[src/rtl/sat_dec_pkg.sv]
package sat_dec_pkg;

  typedef enum logic [3:0] {
    ST_IDLE,
    ST_REFRESH,
    ST_ASSIGN,
    ST_WAIT,
    ST_ANALYZE,
    ST_EXECUTE,
    ST_PRECHG,
    ST_SAT,
    ST_UNSAT,
    ST_HOLD
  } dec_state_e;

endpackage

[src/rtl/sat_dec_fsm.sv]
module sat_dec_fsm
  import sat_dec_pkg::*;
(
  input  logic       clk,
  input  logic       rst_n,
  input  logic       start_i,
  input  logic       impl_pend_i,
  input  logic       conflict_i,
  input  logic       last_lvl_i,
  input  logic       tgt_found_i,
  output dec_state_e state_o
);

  dec_state_e state_q, state_d;

  always_comb begin
    state_d = state_q;
    unique case (state_q)
      ST_IDLE:    if (start_i) state_d = ST_REFRESH;
      ST_REFRESH: state_d = ST_ASSIGN;
      ST_ASSIGN:  state_d = ST_WAIT;
      ST_WAIT: begin
        if (conflict_i)       state_d = ST_ANALYZE;
        else if (impl_pend_i) state_d = ST_WAIT;
        else if (last_lvl_i)  state_d = ST_SAT;
        else                  state_d = ST_ASSIGN;
      end
      ST_ANALYZE: state_d = tgt_found_i ? ST_EXECUTE : ST_UNSAT;
      ST_EXECUTE: state_d = ST_PRECHG;
      ST_PRECHG:  state_d = ST_ASSIGN;
      ST_SAT:     state_d = ST_HOLD;
      ST_UNSAT:   state_d = ST_HOLD;
      ST_HOLD:    if (!start_i) state_d = ST_IDLE;
      default:    state_d = ST_IDLE;
    endcase
  end

  always_ff @(posedge clk) begin
    if (!rst_n) state_q <= ST_IDLE;
    else        state_q <= state_d;
  end

  assign state_o = state_q;

endmodule

[src/rtl/sat_dec_levels.sv]
module sat_dec_levels
  import sat_dec_pkg::*;
#(
  parameter int NUM_VARS = 16,
  parameter int LVL_W    = 5
) (
  input  logic             clk,
  input  logic             rst_n,
  input  dec_state_e       state_i,
  input  logic             advance_i,
  input  logic [LVL_W-1:0] bck_lvl_i,
  output logic [LVL_W-1:0] cur_lvl_o,
  output logic             last_o,
  output logic             flip_cur_o,
  output logic             tgt_found_o,
  output logic [LVL_W-1:0] tgt_lvl_o
);

  localparam logic [LVL_W-1:0] LAST_LVL = LVL_W'(NUM_VARS - 1);

  logic [LVL_W-1:0]    lvl_q;
  logic [LVL_W-1:0]    tgt_q;
  logic [NUM_VARS-1:0] flip_q;
  logic [LVL_W-1:0]    limit;
  logic [LVL_W:0]      pick;

  // Smaller of the requested backtrack level and the current level.
  function automatic logic [LVL_W-1:0] clamp_lvl(input logic [LVL_W-1:0] req,
                                                 input logic [LVL_W-1:0] cur);
    return (req < cur) ? req : cur;
  endfunction

  // Highest level not above lim whose decision is still unflipped.
  // Bit LVL_W is the found flag, the rest is the level.
  function automatic logic [LVL_W:0] pick_target(input logic [NUM_VARS-1:0] fl,
                                                 input logic [LVL_W-1:0]    lim);
    logic [LVL_W:0] res;
    res = '0;
    for (int i = 0; i < NUM_VARS; i++) begin
      if (LVL_W'(i) <= lim && !fl[i]) res = {1'b1, LVL_W'(i)};
    end
    return res;
  endfunction

  // Flipped flag of the level being decided.
  function automatic logic flag_at(input logic [NUM_VARS-1:0] fl,
                                   input logic [LVL_W-1:0]    at);
    logic r;
    r = 1'b0;
    for (int i = 0; i < NUM_VARS; i++) begin
      if (LVL_W'(i) == at) r = fl[i];
    end
    return r;
  endfunction

  assign limit = clamp_lvl(bck_lvl_i, lvl_q);
  assign pick  = pick_target(flip_q, limit);

  always_ff @(posedge clk) begin
    if (!rst_n) begin
      lvl_q <= '0;
    end else if (state_i == ST_REFRESH) begin
      lvl_q <= '0;
    end else if (advance_i) begin
      lvl_q <= lvl_q + 1'b1;
    end else if (state_i == ST_EXECUTE) begin
      lvl_q <= tgt_q;
    end
  end

  always_ff @(posedge clk) begin
    if (!rst_n)                      tgt_q <= '0;
    else if (state_i == ST_ANALYZE)  tgt_q <= pick[LVL_W-1:0];
  end

  for (genvar g = 0; g < NUM_VARS; g++) begin : g_flag
    always_ff @(posedge clk) begin
      if (!rst_n) begin
        flip_q[g] <= 1'b0;
      end else if (state_i == ST_REFRESH) begin
        flip_q[g] <= 1'b0;
      end else if (state_i == ST_EXECUTE) begin
        if (LVL_W'(g) > tgt_q)       flip_q[g] <= 1'b0;
        else if (LVL_W'(g) == tgt_q) flip_q[g] <= 1'b1;
      end
    end
  end

  assign cur_lvl_o   = lvl_q;
  assign last_o      = (lvl_q == LAST_LVL);
  assign flip_cur_o  = flag_at(flip_q, lvl_q);
  assign tgt_found_o = pick[LVL_W];
  assign tgt_lvl_o   = tgt_q;

endmodule

[src/rtl/sat_decide_ctrl.sv]
module sat_decide_ctrl
  import sat_dec_pkg::*;
#(
  parameter int NUM_VARS = 16,
  parameter int LVL_W    = 5,
  localparam int VAR_W   = $clog2(NUM_VARS)
) (
  input  logic             clk,
  input  logic             rst_n,
  input  logic             start_i,
  input  logic             impl_pend_i,
  input  logic             conflict_i,
  input  logic [LVL_W-1:0] bck_lvl_i,
  output logic             done_o,
  output logic             sat_o,
  output logic             asg_valid_o,
  output logic [VAR_W-1:0] asg_var_o,
  output logic [LVL_W-1:0] asg_lvl_o,
  output logic             asg_val_o,
  output logic             asg_forced_o,
  output logic             refresh_o,
  output logic             clr_all_o,
  output logic             clr_above_o,
  output logic [LVL_W-1:0] clr_lvl_o,
  output logic             ident_o,
  output logic             wr_o
);

  dec_state_e       state;
  logic [LVL_W-1:0] cur_lvl;
  logic [LVL_W-1:0] tgt_lvl;
  logic             last_lvl;
  logic             flip_cur;
  logic             tgt_found;

  // Named internal events, also seen by the bound checker.
  logic in_wait;
  logic in_assign;
  logic advance;

  assign in_wait   = (state == ST_WAIT);
  assign in_assign = (state == ST_ASSIGN);
  assign advance   = in_wait && !conflict_i && !impl_pend_i && !last_lvl;

  sat_dec_fsm u_fsm (
    .clk         (clk),
    .rst_n       (rst_n),
    .start_i     (start_i),
    .impl_pend_i (impl_pend_i),
    .conflict_i  (conflict_i),
    .last_lvl_i  (last_lvl),
    .tgt_found_i (tgt_found),
    .state_o     (state)
  );

  sat_dec_levels #(
    .NUM_VARS (NUM_VARS),
    .LVL_W    (LVL_W)
  ) u_levels (
    .clk         (clk),
    .rst_n       (rst_n),
    .state_i     (state),
    .advance_i   (advance),
    .bck_lvl_i   (bck_lvl_i),
    .cur_lvl_o   (cur_lvl),
    .last_o      (last_lvl),
    .flip_cur_o  (flip_cur),
    .tgt_found_o (tgt_found),
    .tgt_lvl_o   (tgt_lvl)
  );

  assign asg_valid_o  = in_assign;
  assign asg_var_o    = cur_lvl[VAR_W-1:0];
  assign asg_lvl_o    = cur_lvl;
  assign asg_val_o    = in_assign && flip_cur;
  assign asg_forced_o = in_assign && flip_cur;

  assign refresh_o    = (state == ST_REFRESH) || (state == ST_PRECHG);
  assign clr_all_o    = (state == ST_REFRESH);
  assign clr_above_o  = (state == ST_EXECUTE);
  assign clr_lvl_o    = tgt_lvl;
  assign ident_o      = (state == ST_ANALYZE);
  assign wr_o         = (state == ST_ANALYZE);
  assign done_o       = (state == ST_SAT) || (state == ST_UNSAT);
  assign sat_o        = (state == ST_SAT);

endmodule

[config.mk]
export PLATFORM = sky130hd
export DESIGN_NAME = sat_decide_ctrl
export DESIGN_NICKNAME = d
export VERILOG_FILES = /design/src/rtl/sat_dec_pkg.sv /design/src/rtl/sat_dec_fsm.sv /design/src/rtl/sat_dec_levels.sv /design/src/rtl/sat_decide_ctrl.sv
export SDC_FILE = /design/constraint.sdc
export NUM_CORES = 1
export LEC_CHECK = 0
export BUFFER_PORTS_ARGS = -buffer_cell sky130_fd_sc_hd__buf_2
export CORE_ASPECT_RATIO = 0.6
export CORE_UTILIZATION = 55
export DETAILED_ROUTE_END_ITERATION = 16
export GPL_ROUTABILITY_DRIVEN = 0
export HOLD_SLACK_MARGIN = 0.03
export PLACE_DENSITY = 0.78
export SYNTH_ARGS = -nofsm -noshare
export SYNTH_HDL_FRONTEND = slang
export SYNTH_HIERARCHICAL = 1
export SYNTH_SLANG_ARGS = --single-unit
[constraint.sdc]
create_clock -name clk -period 4.2 [get_ports clk]
set_input_delay 0.21 -clock clk [delete_from_list [all_inputs] [get_ports clk]]
set_output_delay 0.21 -clock clk [all_outputs]
set_load 0.05 [all_outputs]
* After elaboration in Yosys (flattened, before gate mapping)
Cells that the tools add are included.
** Storage, ports and cells
- Bits in registers :: 30
- Input bits :: 10
- Output and inout bits :: 24
- Logic and storage cells :: 251
** Operators by class
- Bitwise gates (word level) :: 1
- Reductions and logical operators :: 81
- $lt $le $gt $ge :: 33
- Mux-type cells :: 74
- $add $sub $neg :: 1
- Eq/ne operators :: 42
** Operator list (count)
- 6-bit two-way mux :: 16
- 4-bit by 5-bit == test with 1-bit output (first input constant) :: 16
- 1-bit two-way mux :: 48
- 3-bit by 5-bit == test with 1-bit output (first input constant) :: 8
- 4-bit by 5-bit greater-than comparator with 1-bit output (first input constant) :: 8
- 4-bit by 5-bit <= comparator with 1-bit output (first input constant) :: 8
- 2-bit AND reduction :: 17
- 2-bit nonzero test :: 17
- 4-bit one-hot mux with 8 select lines :: 1
- 2-bit by 5-bit == test with 1-bit output (first input constant) :: 4
- 3-bit by 5-bit greater-than comparator with 1-bit output (first input constant) :: 4
- 3-bit by 5-bit <= comparator with 1-bit output (first input constant) :: 4
- 1-bit logical AND :: 20
- 4-bit two-way mux :: 5
- 1-bit logical NOT :: 19
- 4-bit by 3-bit == test with 1-bit output (second input constant) :: 4
- 5-bit two-way mux :: 3
- 1-bit by 5-bit == test with 1-bit output (first input constant) :: 2
- 1-bit by 5-bit greater-than comparator with 1-bit output (first input constant) :: 2
- 2-bit by 5-bit greater-than comparator with 1-bit output (first input constant) :: 2
- 1-bit by 5-bit <= comparator with 1-bit output (first input constant) :: 2
- 2-bit by 5-bit <= comparator with 1-bit output (first input constant) :: 2
- 5-bit logical NOT :: 2
- 4-bit by 2-bit == test with 1-bit output (second input constant) :: 2
- 11 further kinds :: 16

* Logic depth before layout (Yosys ltp)
Gate-level depths: netlist of run 1.
- Word-level depth :: 22
- Mapped depth :: 16
- Depth with buffers taken out :: 14

* By module
The synthesis of run 1 kept the hierarchy.
** Modules (own cells, without submodules)
- sat_dec_levels :: cells an instance 268, times used 1, seq. area each 500.5 µm², area each 2010.7 µm²
- sat_dec_fsm :: cells an instance 36, times used 1, seq. area each 80.1 µm², area each 272.8 µm²
- sat_decide_ctrl :: cells an instance 24, times used 1, seq. area each 0.0 µm², area each 148.9 µm²

* Least setup slack after synthesis of run 1
No wires, ideal clock.
- Path type :: reg-to-output
- From :: register u_levels.lvl_q[1] (netlist: u_levels/cur_lvl_o[1])
- To :: output port asg_val_o
- Arrival time :: 3.703 ns
- Data required time :: 3.990 ns
- Path slack :: 0.287 ns
- Cell stages (with the launch flop) :: 14
- Path through :: dfxtp_1 -> clkbuf_1 -> inv_1 -> ha_1 -> nor2_1 -> a21oi_1 -> o21ai_0 -> mux4_2 -> o21ai_0 -> o31ai_1 -> a22o_1 -> inv_1 -> nor3_1 -> buf_4
** Between the ends
- Cells in the longest elaborated chain, start to end :: 18
- Elaborated cells on any way between the ends :: 33
** RTL lines
- from (decl) :: RTL line sat_dec_levels.sv:21 : logic [LVL_W-1:0] lvl_q;
- from (signal assigned) :: RTL line sat_dec_levels.sv:65 : lvl_q <= lvl_q + 1'b1;
- from (signal assigned) :: RTL line sat_dec_levels.sv:67 : lvl_q <= tgt_q;
- 5-bit logical NOT :: RTL line sat_dec_levels.sv:51 : if (LVL_W'(i) == at) r = fl[i];
- 1-bit two-way mux (15 in a row) :: RTL line sat_dec_levels.sv:51
- 1-bit two-way mux * :: RTL line sat_dec_levels.sv:51
- net flip_cur :: RTL line sat_decide_ctrl.sv:33 : logic flip_cur;
- 1-bit logical AND *
- to (decl) :: RTL line sat_decide_ctrl.sv:19 : output logic asg_val_o,
Mark *: on every way through the listed nets, which the timed path passes. The rest lies on a longest branch.

* Final worst setup path of run 1
- From :: register u_levels.lvl_q[3] (netlist: u_levels/cur_lvl_o[3])
- To :: register u_fsm.state_q[3] (netlist: u_fsm/state_o[3])
** Between the ends
- Cells in the longest elaborated chain, start to end :: 22
- Elaborated cells on any way between the ends :: 52
** RTL lines
- 5-bit < comparator :: RTL line sat_dec_levels.sv:30 : return (req < cur) ? req : cur;
- 5-bit two-way mux * :: RTL line sat_dec_levels.sv:30
- 1-bit by 5-bit <= comparator with 1-bit output :: RTL line sat_dec_levels.sv:40 : if (LVL_W'(i) <= lim && !fl[i]) res = {1'b1, LVL_W'(i)};
- 1-bit logical AND :: RTL line sat_dec_levels.sv:40
- 6-bit two-way mux (15 in a row) :: RTL line sat_dec_levels.sv:40
- 6-bit two-way mux * :: RTL line sat_dec_levels.sv:40
- net tgt_found :: RTL line sat_decide_ctrl.sv:34 : logic tgt_found;
- 4-bit two-way mux * :: RTL line sat_dec_fsm.sv:28 : ST_ANALYZE: state_d = tgt_found_i ? ST_EXECUTE : ST_UNSAT;
- 4-bit one-hot mux with 8 select lines * :: RTL line sat_dec_fsm.sv:18 : unique case (state_q)
- to (signal assigned) :: RTL line sat_dec_fsm.sv:40 : else state_q <= state_d;
- to (decl) :: RTL line sat_dec_fsm.sv:14 : dec_state_e state_q, state_d;
Marks and branches as above.
A chain may end at the register's enable or synchronous reset.

==> results of run 1 <==
## synthesized netlist by cell type, drive strengths merged, types with 5 or more instances
master  count  area (um2)
dfxtp      29         581
nand2      32         120
nand2b      7        43.8
nor2       47         176
a211oi      9        72.6
ha          9         113
inv         9        33.8
nor4        5        37.5
clkbuf     14        52.6
nor2b       5        38.8
a21oi      27         146
nor3       15        80.1
a31oi       7        43.8
nor3b       5        37.5
o21ai      21         116
mux2i       5        50.1
buf        10        86.3
nand3       7        35.0
## routing by layer
metal,GRT usage [%],part of all wire [%]
met1,48.1,45
met2,45.1,40
met3,10.5,14
met4,9.02,1.2
met5,0,0
## stage by stage
| stage | instance area (um2) | setup WS (ns) | power, uW | util, % | hold slack (ns) |
|---|---|---|---|---|---|
| global route | 2670 | 0.218 | 800 | 64.1 | 0.276 |
| detailed placement | 2550 | 0.602 | 460 | 61.2 | 0.505 |
| CTS | 2670 | 0.567 | 766 | 64.1 | 0.255 |
| floorplan | 2430 | 0.287 | 424 | - | 0.332 |
| global placement | 2550 | 0.791 | 458 | 61.2 | 0.494 |
| finish | 2670 | 0.499 | 767 | 64.1 | 0.256 |
## worst max-delay path, cell delays in order (launching register included)
cell,delay [ns]
sky130_fd_sc_hd__dfxtp_1,0.57
sky130_fd_sc_hd__inv_1,0.21
sky130_fd_sc_hd__ha_1,0.31
sky130_fd_sc_hd__and2_1,0.21
sky130_fd_sc_hd__a21oi_2,0.53
sky130_fd_sc_hd__mux2_4,0.34
sky130_fd_sc_hd__a31o_1,0.21
sky130_fd_sc_hd__o211ai_1,0.14
sky130_fd_sc_hd__nor4_1,0.30
sky130_fd_sc_hd__nand4_1,0.20
sky130_fd_sc_hd__nor4b_2,0.28
sky130_fd_sc_hd__a31oi_1,0.08
sky130_fd_sc_hd__o22ai_1,0.14
sky130_fd_sc_hd__and2_1,0.13
## logic make-up (layout without fill, tap and decap cells)
group | count (synthesis) | after routing
AO/OA/AOI/OAI | 103 | 103
adder cells (fa/ha/maj) | 9 | 9
buffers and inverters | 33 | 52
flip-flops | 29 | 29
multiplexers | 9 | 9
other | 1 | 1
AND/OR/NAND/NOR | 144 | 144
## report_power, final
group / total [uW] / switching (uW) / leakage (uW) / internal [uW]
clock: 308 / 115 / 0.0000574 / 193
sequential: 299 / 18.6 / 0.000234 / 281
combinational: 159 / 107 / 0.000703 / 52.3
total: 767 / 241 / 0.000994 / 526
## state kept, by name, summed over array words and instances, names as in the netlist
signal and flops:
u_levels/tgt_lvl_o 4, u_levels/cur_lvl_o 5, u_levels/flip_q 16, u_fsm/state_o 4
## worst max-delay path by stage
stage                                    endpoint  slack (ns)  cells past startpoint                               start
floorplan                               asg_val_o        0.29                     13  u_levels/cur_lvl_o[1]$_SDFFE_PP0P_
global placement    u_fsm/state_o[0]$_SDFFE_PN0P_        0.79                     14  u_levels/cur_lvl_o[1]$_SDFFE_PP0P_
detailed placement  u_fsm/state_o[0]$_SDFFE_PN0P_        0.60                     14  u_levels/cur_lvl_o[1]$_SDFFE_PP0P_
CTS                 u_fsm/state_o[0]$_SDFFE_PN0P_        0.57                     14  u_levels/cur_lvl_o[1]$_SDFFE_PP0P_
global route        u_fsm/state_o[3]$_SDFFE_PN0P_        0.22                     14  u_levels/cur_lvl_o[1]$_SDFFE_PP0P_
finish              u_fsm/state_o[3]$_SDFFE_PN0P_        0.50                     13  u_levels/cur_lvl_o[3]$_SDFFE_PP0P_
## area by class of cell
type / instances / area [um2]
tap: 60 / 75.1
sequential: 29 / 581
clock buffer: 6 / 82.6
multi-input combinational: 266 / 1680
timing repair buffer: 35 / 183
inverter: 9 / 33.8
clock inverter: 2 / 37.5
fill: 383 / 1500
==> reports/qor.txt, run 1 <==
Maximum number of pins on one net before global-route repair: 22
Total via count in the routed design: 2665
CP Launch Type: flop
Number of instances in the synthesized netlist: 328
CTS HTree Levels: 2
Final Hold Violating Endpoints: 0
FF-to-FF End: u_fsm/state_o[3]$_SDFFE_PN0P_
DRC: 0
Accumulated negative setup slack: 0 ns
Synth Area in Simple Gates: 29.9%
Worst-case register-to-register setup slack: 0.50 ns
R2R cell count: 13
Placed wire-length estimate: 5300 um
Final period util: 88.1%
Synth Area in Adders: 4.63%
Number of input and output port buffers inserted: 32
Synthesis-stage register bit count: 29
Proportion of layout cells with a drive suffix above 1: 17.9%
Hold Crit Endpoint: u_levels/tgt_lvl_o[1]$_SDFFE_PN0N_
Nets in the synthesized netlist: 347
Number of detailed-routing iterations run before antenna repair: 5
Worst slew slack as a fraction of its limit: 24.8%
Transition time at the pin with the least slew margin: 1.11 ns
CTS sink cnt: 29
CTS Hold Bufs: 0
Number of nets in the finished design: 365
Nature of the critical path endpoint: flop
Hold Path Origin: rst_n
Class of the tightest hold or removal check: input pin to flop
Slew Limit Fails: 0
Number of different library cells in the post-synthesis netlist: 69
IR Drop Worst-Case VDD: 0.207 mV
Most common cell after layout, fill and taps aside: sky130_fd_sc_hd__nor2_1
Critical Path RT: 4.43 ns
Cell count after placement: 399
Die width: 87.9 um
Post-synthesis share of cell area spent on xor and xnor gates: 0%
Clk root buf: sky130_fd_sc_hd__clkbuf_8
DRC violation total after the first TritonRoute iteration: 286
Proportion of synthesized chip area in sequential cells: 23.9%
Post-CTS Resized: 0
Number of placement rows: 18
Syn Area/Cell: 7.42 um2
Proportion of synthesized flip-flops having asynchronous set or reset: 0%
Most frequent cells in the layout: sky130_fd_sc_hd__nor2_1, sky130_fd_sc_hd__nand2_1, sky130_fd_sc_hd__buf_2, sky130_fd_sc_hd__dfxtp_1, sky130_fd_sc_hd__a21oi_1
Crit Path Max Fanout: 13
Clock buffers created by TritonCTS: 5
Number of synthesized flops with an enable pin: 0
Vias per cell: 6.55
Number of setup buffers added after CTS: 0
Post-synthesis mux area share: 4.53%
Area Growth Syn to Fin: 9.83%
Clock input transition at the sequential cells of the worst setup and hold paths: 0.07 ns
Synthesized area: 2430 um2
Total overflow reported by the global router: 0
Crit Path Category: flop to flop
Global routing usage summed across all routing layers: 32.8%
Core area: 4170 um2
Top-level port count: 34
Post-route minimum period: 3.70 ns
Status: complete, no violations
Static power due to leakage: 0.000994 uW
Highest clock rate: 270 MHz
Initial antenna violation count: 0
Combinational family with the most area after synthesis: simple AND/OR/NAND/NOR gates
Die outline area: 4700 um2
Crit path DAT: 3.93 ns
Compound-cell area share of the yosys netlist: 29.8%
Number of buffers on the longest clock path: 2
Total power divided by cell area: 287 nW/um2
Starting density of the core: 58.4%
Final setup violation count: 0
Synthesis warning total: 6
Post-route ant nets: 0
Commonest register cell after synthesis: sky130_fd_sc_hd__dfxtp_1
Vias in the first global route: 2189
TritonCTS clock tree: yes
First-pass GRT wire length: 11400 um
Number of cells on the worst hold path: 3
Max Cap Viol: 0
N_diodes: 0
Final wirelength: 7150 um
Post-Route Skew: 0.00457 ns
Routed WL per cell: 17.6 um
Critical register-to-register path startpoint: u_levels/cur_lvl_o[3]$_SDFFE_PP0P_
Post-layout instance count excluding filler cells: 407
Die extent in y: 53.5 um
Clock insertion delay at the later pin of the skew report: 0.28 ns
Setup repair after global routing missed its margin: false
Power figures use the tool's default switching activity.
==> inputs of run 2 (changes only) <==
--- a/config.mk
+++ b/config.mk
@@ -12,6 +12,7 @@
 export GPL_ROUTABILITY_DRIVEN = 0
 export HOLD_SLACK_MARGIN = 0.03
 export PLACE_DENSITY = 0.78
+export RECOVER_POWER = 50
 export SYNTH_ARGS = -nofsm -noshare
 export SYNTH_HDL_FRONTEND = slang
 export SYNTH_HIERARCHICAL = 1
==> run 2 against run 1 <==
Compared with the run above: design area fell by 0.84%; sequential cell count did not move; critical endpoint unchanged; largest cell class unchanged; first-iteration DRC count fell by 16%; maximum frequency fell by 0.38%; hold slack improved by 0.0025 ns; register-to-register slack barely moved.
==> reports/qor.txt, run 2 (same netlist as run 1, synthesis figures left out) <==
Status: complete, no violations (unchanged)
Final setup violation count: 0 (unchanged)
Routed WL per cell: 17.7 um (was 17.6 um)
Crit Path Category: flop to flop (unchanged)
Transition time at the pin with the least slew margin: 1.14 ns (was 1.11 ns)
Accumulated negative setup slack: 0 ns (unchanged)
Critical Path RT: 4.43 ns (about the same)
Post-route ant nets: 0 (unchanged)
Area Growth Syn to Fin: 8.90% (was 9.83%)
Post-CTS Resized: 0 (unchanged)
Final period util: 88.5% (was 88.1%)
Most common cell after layout, fill and taps aside: sky130_fd_sc_hd__nor2_1 (unchanged)
Die extent in y: 53.5 um (unchanged)
Post-Route Skew: 0.00509 ns (was 0.00457 ns)
Hold Path Origin: rst_n (unchanged)
Clock insertion delay at the later pin of the skew report: 0.28 ns (about the same)
Final wirelength: 7210 um (was 7150 um)
DRC: 0 (unchanged)
Number of placement rows: 18 (unchanged)
CTS Hold Bufs: 0 (unchanged)
Global routing usage summed across all routing layers: 32.8% (unchanged)
Slew Limit Fails: 0 (unchanged)
Starting density of the core: 58.4% (unchanged)
Number of setup buffers added after CTS: 0 (unchanged)
DRC violation total after the first TritonRoute iteration: 241 (was 286)
Crit path DAT: 3.94 ns (was 3.93 ns)
Static power due to leakage: 0.000916 uW (was 0.000994 uW)
Initial antenna violation count: 0 (unchanged)
Clk root buf: sky130_fd_sc_hd__clkbuf_8 (unchanged)
N_diodes: 0 (unchanged)
Cell count after placement: 399 (unchanged)
Vias in the first global route: 2189 (unchanged)
TritonCTS clock tree: yes (unchanged)
CP Launch Type: flop (unchanged)
IR Drop Worst-Case VDD: 0.207 mV (about the same)
Placed wire-length estimate: 5300 um (unchanged)
Total via count in the routed design: 2636 (was 2665)
Highest clock rate: 269 MHz (was 270 MHz)
Die outline area: 4700 um2 (unchanged)
Proportion of layout cells with a drive suffix above 1: 12.7% (was 17.9%)
Class of the tightest hold or removal check: input pin to flop (unchanged)
Final Hold Violating Endpoints: 0 (unchanged)
Maximum number of pins on one net before global-route repair: 22 (unchanged)
Clock buffers created by TritonCTS: 5 (unchanged)
Total power divided by cell area: 289 nW/um2 (was 287 nW/um2)
Top-level port count: 34 (unchanged)
Crit Path Max Fanout: 14 (was 13)
Number of input and output port buffers inserted: 32 (unchanged)
Post-route minimum period: 3.71 ns (was 3.70 ns)
First-pass GRT wire length: 11400 um (unchanged)
Nature of the critical path endpoint: flop (unchanged)
Vias per cell: 6.48 (was 6.55)
Total overflow reported by the global router: 0 (unchanged)
Core area: 4170 um2 (unchanged)
Critical register-to-register path startpoint: u_levels/cur_lvl_o[1]$_SDFFE_PP0P_ (was u_levels/cur_lvl_o[3]$_SDFFE_PP0P_)
Register bank with the most flops: u_levels/flip_q (unchanged)
Number of buffers on the longest clock path: 2 (unchanged)
CTS HTree Levels: 2 (unchanged)
Worst slew slack as a fraction of its limit: 22.8% (was 24.8%)
Most frequent cells in the layout: sky130_fd_sc_hd__nor2_1, sky130_fd_sc_hd__nand2_1, sky130_fd_sc_hd__dfxtp_1, sky130_fd_sc_hd__a21oi_1 (was sky130_fd_sc_hd__nor2_1, sky130_fd_sc_hd__nand2_1, sky130_fd_sc_hd__buf_2, sky130_fd_sc_hd__dfxtp_1, sky130_fd_sc_hd__a21oi_1)
Post-layout instance count excluding filler cells: 407 (unchanged)
Worst setup path startpoint: u_levels/cur_lvl_o[1]$_SDFFE_PP0P_ (was u_levels/cur_lvl_o[3]$_SDFFE_PP0P_)
CTS sink cnt: 29 (unchanged)
Die width: 87.9 um (unchanged)
Number of nets in the finished design: 365 (unchanged)
Max Cap Viol: 0 (unchanged)
Setup repair after global routing missed its margin: false (unchanged)
Clock input transition at the sequential cells of the worst setup and hold paths: 0.07 ns (about the same)
Number of flip-flops under the largest register name: 16 (unchanged)
Core occupancy in the finished layout: 63.6% (was 64.1%)
Number of detailed-routing iterations run before antenna repair: 5 (unchanged)
-- run 2: changes by cell type in the layout (fill, tap and decap cells not counted) --
| cell | change |
|---|---|
| sky130_fd_sc_hd__buf_2 | -18 |
| sky130_fd_sc_hd__clkbuf_1 | +18 |
-- run 2: metal layers --
layer | GRT usage (%) | part of all wire [%] | up-vias | routed length (um)
met4 | 9.02 | 1.3 | 0 | 92
met5 | 0 | 0 | - | 0
met3 | 10.5 | 13 | 10 | 967
met2 | 45.1 | 39 | 167 | 2830
met1 | 48.1 | 46 | 1221 | 3320
li1 | - | - | 1238 | -
-- run 2: metrics by stage --
stage                     instance area, um2  total power, uW  hold slack, ns  setup slack (ns)
after floorplan                         2430              424           0.332             0.287
after global placement                  2550              458           0.494             0.791
after detailed placement                2550              460           0.505             0.602
after CTS                               2670              766           0.255             0.567
after global routing                    2650              799           0.276             0.211
final                                   2650              766           0.259             0.485
-- run 2: report_power, final --
group | total [uW] | switching (uW) | internal [uW]
sequential | 299 | 18.8 | 281
combinational | 158 | 107 | 51.2
clock | 308 | 115 | 193
-- run 2: layout make-up --
cell class	count	area [um2]
clock inverter	2	37.5
sequential	29	581
inverter	9	33.8
clock buffer	6	82.6
fill	394	1520
tap	60	75.1
timing repair buffer	35	160
multi-input combinational	266	1680
-- run 2: critical path, stage by stage (launching register included) --
cell and delay, ns:
sky130_fd_sc_hd__dfxtp_1 0.60, sky130_fd_sc_hd__inv_1 0.19, sky130_fd_sc_hd__ha_1 0.23, sky130_fd_sc_hd__a21oi_2 0.18, sky130_fd_sc_hd__o21ai_4 0.10, sky130_fd_sc_hd__a21oi_2 0.53, sky130_fd_sc_hd__mux2_4 0.33, sky130_fd_sc_hd__a31o_1 0.22
sky130_fd_sc_hd__o211ai_1 0.13, sky130_fd_sc_hd__nor4_1 0.31, sky130_fd_sc_hd__nand4_1 0.20, sky130_fd_sc_hd__nor4b_2 0.28, sky130_fd_sc_hd__a31oi_1 0.07, sky130_fd_sc_hd__o22ai_1 0.14, sky130_fd_sc_hd__and2_1 0.13
-- run 2: path summary, 6_finish.rpt --
check / to / slack [ns] / depth (start not counted)
setup reg to reg: u_fsm/state_o[3]$_SDFFE_PN0P_ / 0.49 / 14
hold / removal: u_levels/tgt_lvl_o[1]$_SDFFE_PN0N_ / 0.26 / 3
setup / recovery: u_fsm/state_o[3]$_SDFFE_PN0P_ / 0.49 / 14
hold reg to reg: u_levels/flip_q[7]$_SDFFE_PP0P_ / 0.53 / 2
==> inputs of run 3 (changes only) <==
--- a/config.mk
+++ b/config.mk
@@ -5,13 +5,13 @@
 export SDC_FILE = /design/constraint.sdc
 export NUM_CORES = 1
 export LEC_CHECK = 0
-export BUFFER_PORTS_ARGS = -buffer_cell sky130_fd_sc_hd__buf_2
 export CORE_ASPECT_RATIO = 0.6
 export CORE_UTILIZATION = 55
 export DETAILED_ROUTE_END_ITERATION = 16
+export DONT_BUFFER_PORTS = 1
 export GPL_ROUTABILITY_DRIVEN = 0
 export HOLD_SLACK_MARGIN = 0.03
-export PLACE_DENSITY = 0.78
+export PLACE_DENSITY = 0.71
 export RECOVER_POWER = 50
 export SYNTH_ARGS = -nofsm -noshare
 export SYNTH_HDL_FRONTEND = slang
==> run 3 against run 2 <==
Compared with the run above: the run now ends with capacitance limit, slew limit left; critical path depth decreased by 6; power decreased by 1.9%; combinational power decreased by 14%; register-to-register slack improved by 0.20 ns; maximum frequency increased by 5.7%; clock power about the same; sequential power increased by 2%; hold slack got worse by 0.21 ns; non-clock buffer count decreased by 25; sequential share of layout area increased by 0.78 points; design area decreased by 3.4%; utilization decreased by 2.2 points.
==> reports/qor.txt, run 3 (same netlist as run 1, synthesis figures left out) <==
Placed wire-length estimate: 5240 um (was 5300 um)
Number of cells on the worst hold path: 1 (was 3)
Slowest stage cell, crit path: sky130_fd_sc_hd__clkbuf_1 (was sky130_fd_sc_hd__dfxtp_1)
First-pass GRT wire length: 10800 um (was 11400 um)
CP Launch Type: flop (unchanged)
CTS Hold Bufs: 0 (unchanged)
Clock insertion delay at the later pin of the skew report: 0.28 ns (about the same)
Area of all placed cells without fillers: 2560 um2 (was 2650 um2)
Starting density of the core: 58.4% (unchanged)
Crit path cell chain: clkbuf_1, and3_1, ha_1, or4b_1, nor3_2, o21ai_0, a21oi_1, nor2_1 (was inv_1, ha_1, a21oi_2, o21ai_4, a21oi_2, mux2_4, a31o_1, o211ai_1, nor4_1, nand4_1, nor4b_2, a31oi_1, o22ai_1, and2_1)
Number of input and output port buffers inserted: 0 (was 32)
Final Hold Violating Endpoints: 0 (unchanged)
Proportion of layout cells with a drive suffix above 1: 10.2% (was 12.7%)
Hold Crit Endpoint: u_fsm/state_o[3]$_SDFFE_PN0P_ (was u_levels/tgt_lvl_o[1]$_SDFFE_PN0N_)
Setup repair after global routing missed its margin: false (unchanged)
Die outline area: 4700 um2 (unchanged)
Crit path DAT: 3.64 ns (was 3.94 ns)
N_diodes: 0 (unchanged)
Number of buffers on the longest clock path: 2 (unchanged)
FF-to-FF End: u_levels/cur_lvl_o[3]$_SDFFE_PP0P_ (was u_fsm/state_o[3]$_SDFFE_PN0P_)
Initial antenna violation count: 0 (unchanged)
Post-layout power: 751 uW (was 766 uW)
Most common cell after layout, fill and taps aside: sky130_fd_sc_hd__nor2_1 (unchanged)
Status: finished, violations left (was complete, no violations)
Hold Path Origin: rst_n (unchanged)
Core area: 4170 um2 (unchanged)
Clock input transition at the sequential cells of the worst setup and hold paths: 0.07 ns (about the same)
Total overflow reported by the global router: 0 (unchanged)
Final wirelength: 7130 um (was 7210 um)
Slew Limit Fails: 28 (was 0)
Global routing usage summed across all routing layers: 31.4% (was 32.8%)
Max Cap Viol: 3 (was 0)
TritonCTS clock tree: yes (unchanged)
Critical register-to-register path startpoint: u_levels/cur_lvl_o[2]$_SDFFE_PP0P_ (was u_levels/cur_lvl_o[1]$_SDFFE_PP0P_)
CTS sink cnt: 29 (unchanged)
CTS HTree Levels: 2 (unchanged)
Final period util: 83.7% (was 88.5%)
Number of flip-flops under the largest register name: 16 (unchanged)
Worst path max stage delay: 0.72 ns (was 0.60 ns)
Register bank with the most flops: u_levels/flip_q (unchanged)
Critical Path RT: 4.32 ns (was 4.43 ns)
Crit Path Category: flop to flop (unchanged)
Total power divided by cell area: 294 nW/um2 (was 289 nW/um2)
Vias in the first global route: 2070 (was 2189)
Maximum number of pins on one net before global-route repair: 18 (was 22)
Routed WL per cell: 18.7 um (was 17.7 um)
Clk root buf: sky130_fd_sc_hd__clkbuf_8 (unchanged)
Total via count in the routed design: 2545 (was 2636)
Failing checks: capacitance limit, slew limit
Post-layout instance count excluding filler cells: 382 (was 407)
Worst slew slack as a fraction of its limit: -21.2% (was 22.8%)
Area Growth Syn to Fin: 5.14% (was 8.90%)
Vias per cell: 6.66 (was 6.48)
Post-route ant nets: 0 (unchanged)
Static power due to leakage: 0.000852 uW (was 0.000916 uW)
Number of setup buffers added after CTS: 0 (unchanged)
Most frequent cells in the layout: sky130_fd_sc_hd__nor2_1, sky130_fd_sc_hd__nand2_1, sky130_fd_sc_hd__dfxtp_1, sky130_fd_sc_hd__a21oi_1, sky130_fd_sc_hd__o21ai_0 (was sky130_fd_sc_hd__nor2_1, sky130_fd_sc_hd__nand2_1, sky130_fd_sc_hd__dfxtp_1, sky130_fd_sc_hd__a21oi_1)
Clock buffers created by TritonCTS: 5 (unchanged)
Worst-case register-to-register setup slack: 0.68 ns (was 0.49 ns)
Class of the tightest hold or removal check: input pin to flop (unchanged)
Nature of the critical path endpoint: flop (unchanged)
DRC: 0 (unchanged)
R2R cell count: 8 (was 14)
Cell Area, Placed: 2460 um2 (was 2550 um2)
Post-CTS Resized: 0 (unchanged)
Crit Path Max Fanout: 16 (was 14)
Number of placement rows: 18 (unchanged)
Highest clock rate: 284 MHz (was 269 MHz)
Post-Route Skew: 0.00398 ns (was 0.00509 ns)
Cell count after placement: 374 (was 399)
Post-route minimum period: 3.52 ns (was 3.71 ns)
Transition time at the pin with the least slew margin: 1.82 ns (was 1.14 ns)
Accumulated negative setup slack: 0 ns (unchanged)
Final setup violation count: 0 (unchanged)
DRC violation total after the first TritonRoute iteration: 235 (was 241)
Die width: 87.9 um (unchanged)
Die extent in y: 53.5 um (unchanged)
Number of nets in the finished design: 340 (was 365)
IR Drop Worst-Case VDD: 0.189 mV (was 0.207 mV)
Top-level port count: 34 (unchanged)
Number of detailed-routing iterations run before antenna repair: 7 (was 5)
## run 3: routing by layer
layer | routed length [um] | global-route usage [%]
met4 | 66 | 6.28
met1 | 3370 | 45.7
met3 | 902 | 11.2
met5 | 0 | 0
met2 | 2800 | 43.8
## run 3: worst max path at each step
| stage | end | depth (start not counted) | from |
|---|---|---|---|
| 2_1_floorplan | asg_val_o | 13 | u_levels/cur_lvl_o[1]$_SDFFE_PP0P_ |
| 3_3_place_gp | u_fsm/state_o[0]$_SDFFE_PN0P_ | 14 | u_levels/cur_lvl_o[2]$_SDFFE_PP0P_ |
| 3_5_place_dp | u_fsm/state_o[0]$_SDFFE_PN0P_ | 14 | u_levels/cur_lvl_o[2]$_SDFFE_PP0P_ |
| 4_1_cts | u_fsm/state_o[0]$_SDFFE_PN0P_ | 14 | u_levels/cur_lvl_o[2]$_SDFFE_PP0P_ |
| 5_1_grt | u_levels/cur_lvl_o[3]$_SDFFE_PP0P_ | 8 | u_levels/cur_lvl_o[2]$_SDFFE_PP0P_ |
| 6_report | u_levels/cur_lvl_o[3]$_SDFFE_PP0P_ | 8 | u_levels/cur_lvl_o[2]$_SDFFE_PP0P_ |
## run 3: report_power, final
group	total (uW)	leakage, uW	switching, uW	internal (uW)
clock	310	0.0000574	117	193
sequential	305	0.000234	24.5	281
combinational	136	0.000560	91.2	44.6
total	751	0.000852	233	518
## run 3: worst max-delay path, delay by kind of cell (launching register included)
| family | cells | cell delay [ns] |
|---|---|---|
| adders and majority gates | 1 | 0.26 |
| AOI/OAI and AO/OA | 2 | 0.40 |
| and+or+nand+nor | 4 | 1.67 |
| DFF | 1 | 0.31 |
| buffers and inverters | 1 | 0.72 |
## run 3: area by class of cell
| class | count | area (um2) |
|---|---|---|
| Multi-Input combinational cell | 266 | 1680 |
| Fill cell | 404 | 1610 |
| Sequential cell | 29 | 581 |
| Clock buffer | 6 | 82.6 |
| Tap cell | 60 | 75.1 |
| Timing Repair Buffer | 10 | 63.8 |
| Clock inverter | 2 | 37.5 |
| Inverter | 9 | 33.8 |
## run 3: per-stage QoR
step                util, %  setup WS (ns)  hold WS [ns]
finish                 61.4          0.684        0.0488
global route           61.4          0.483        0.0616
CTS                    62.0          0.812        0.0466
detailed placement     59.1          0.823         0.337
global placement       59.1          0.947         0.336
floorplan                 -          0.287         0.332
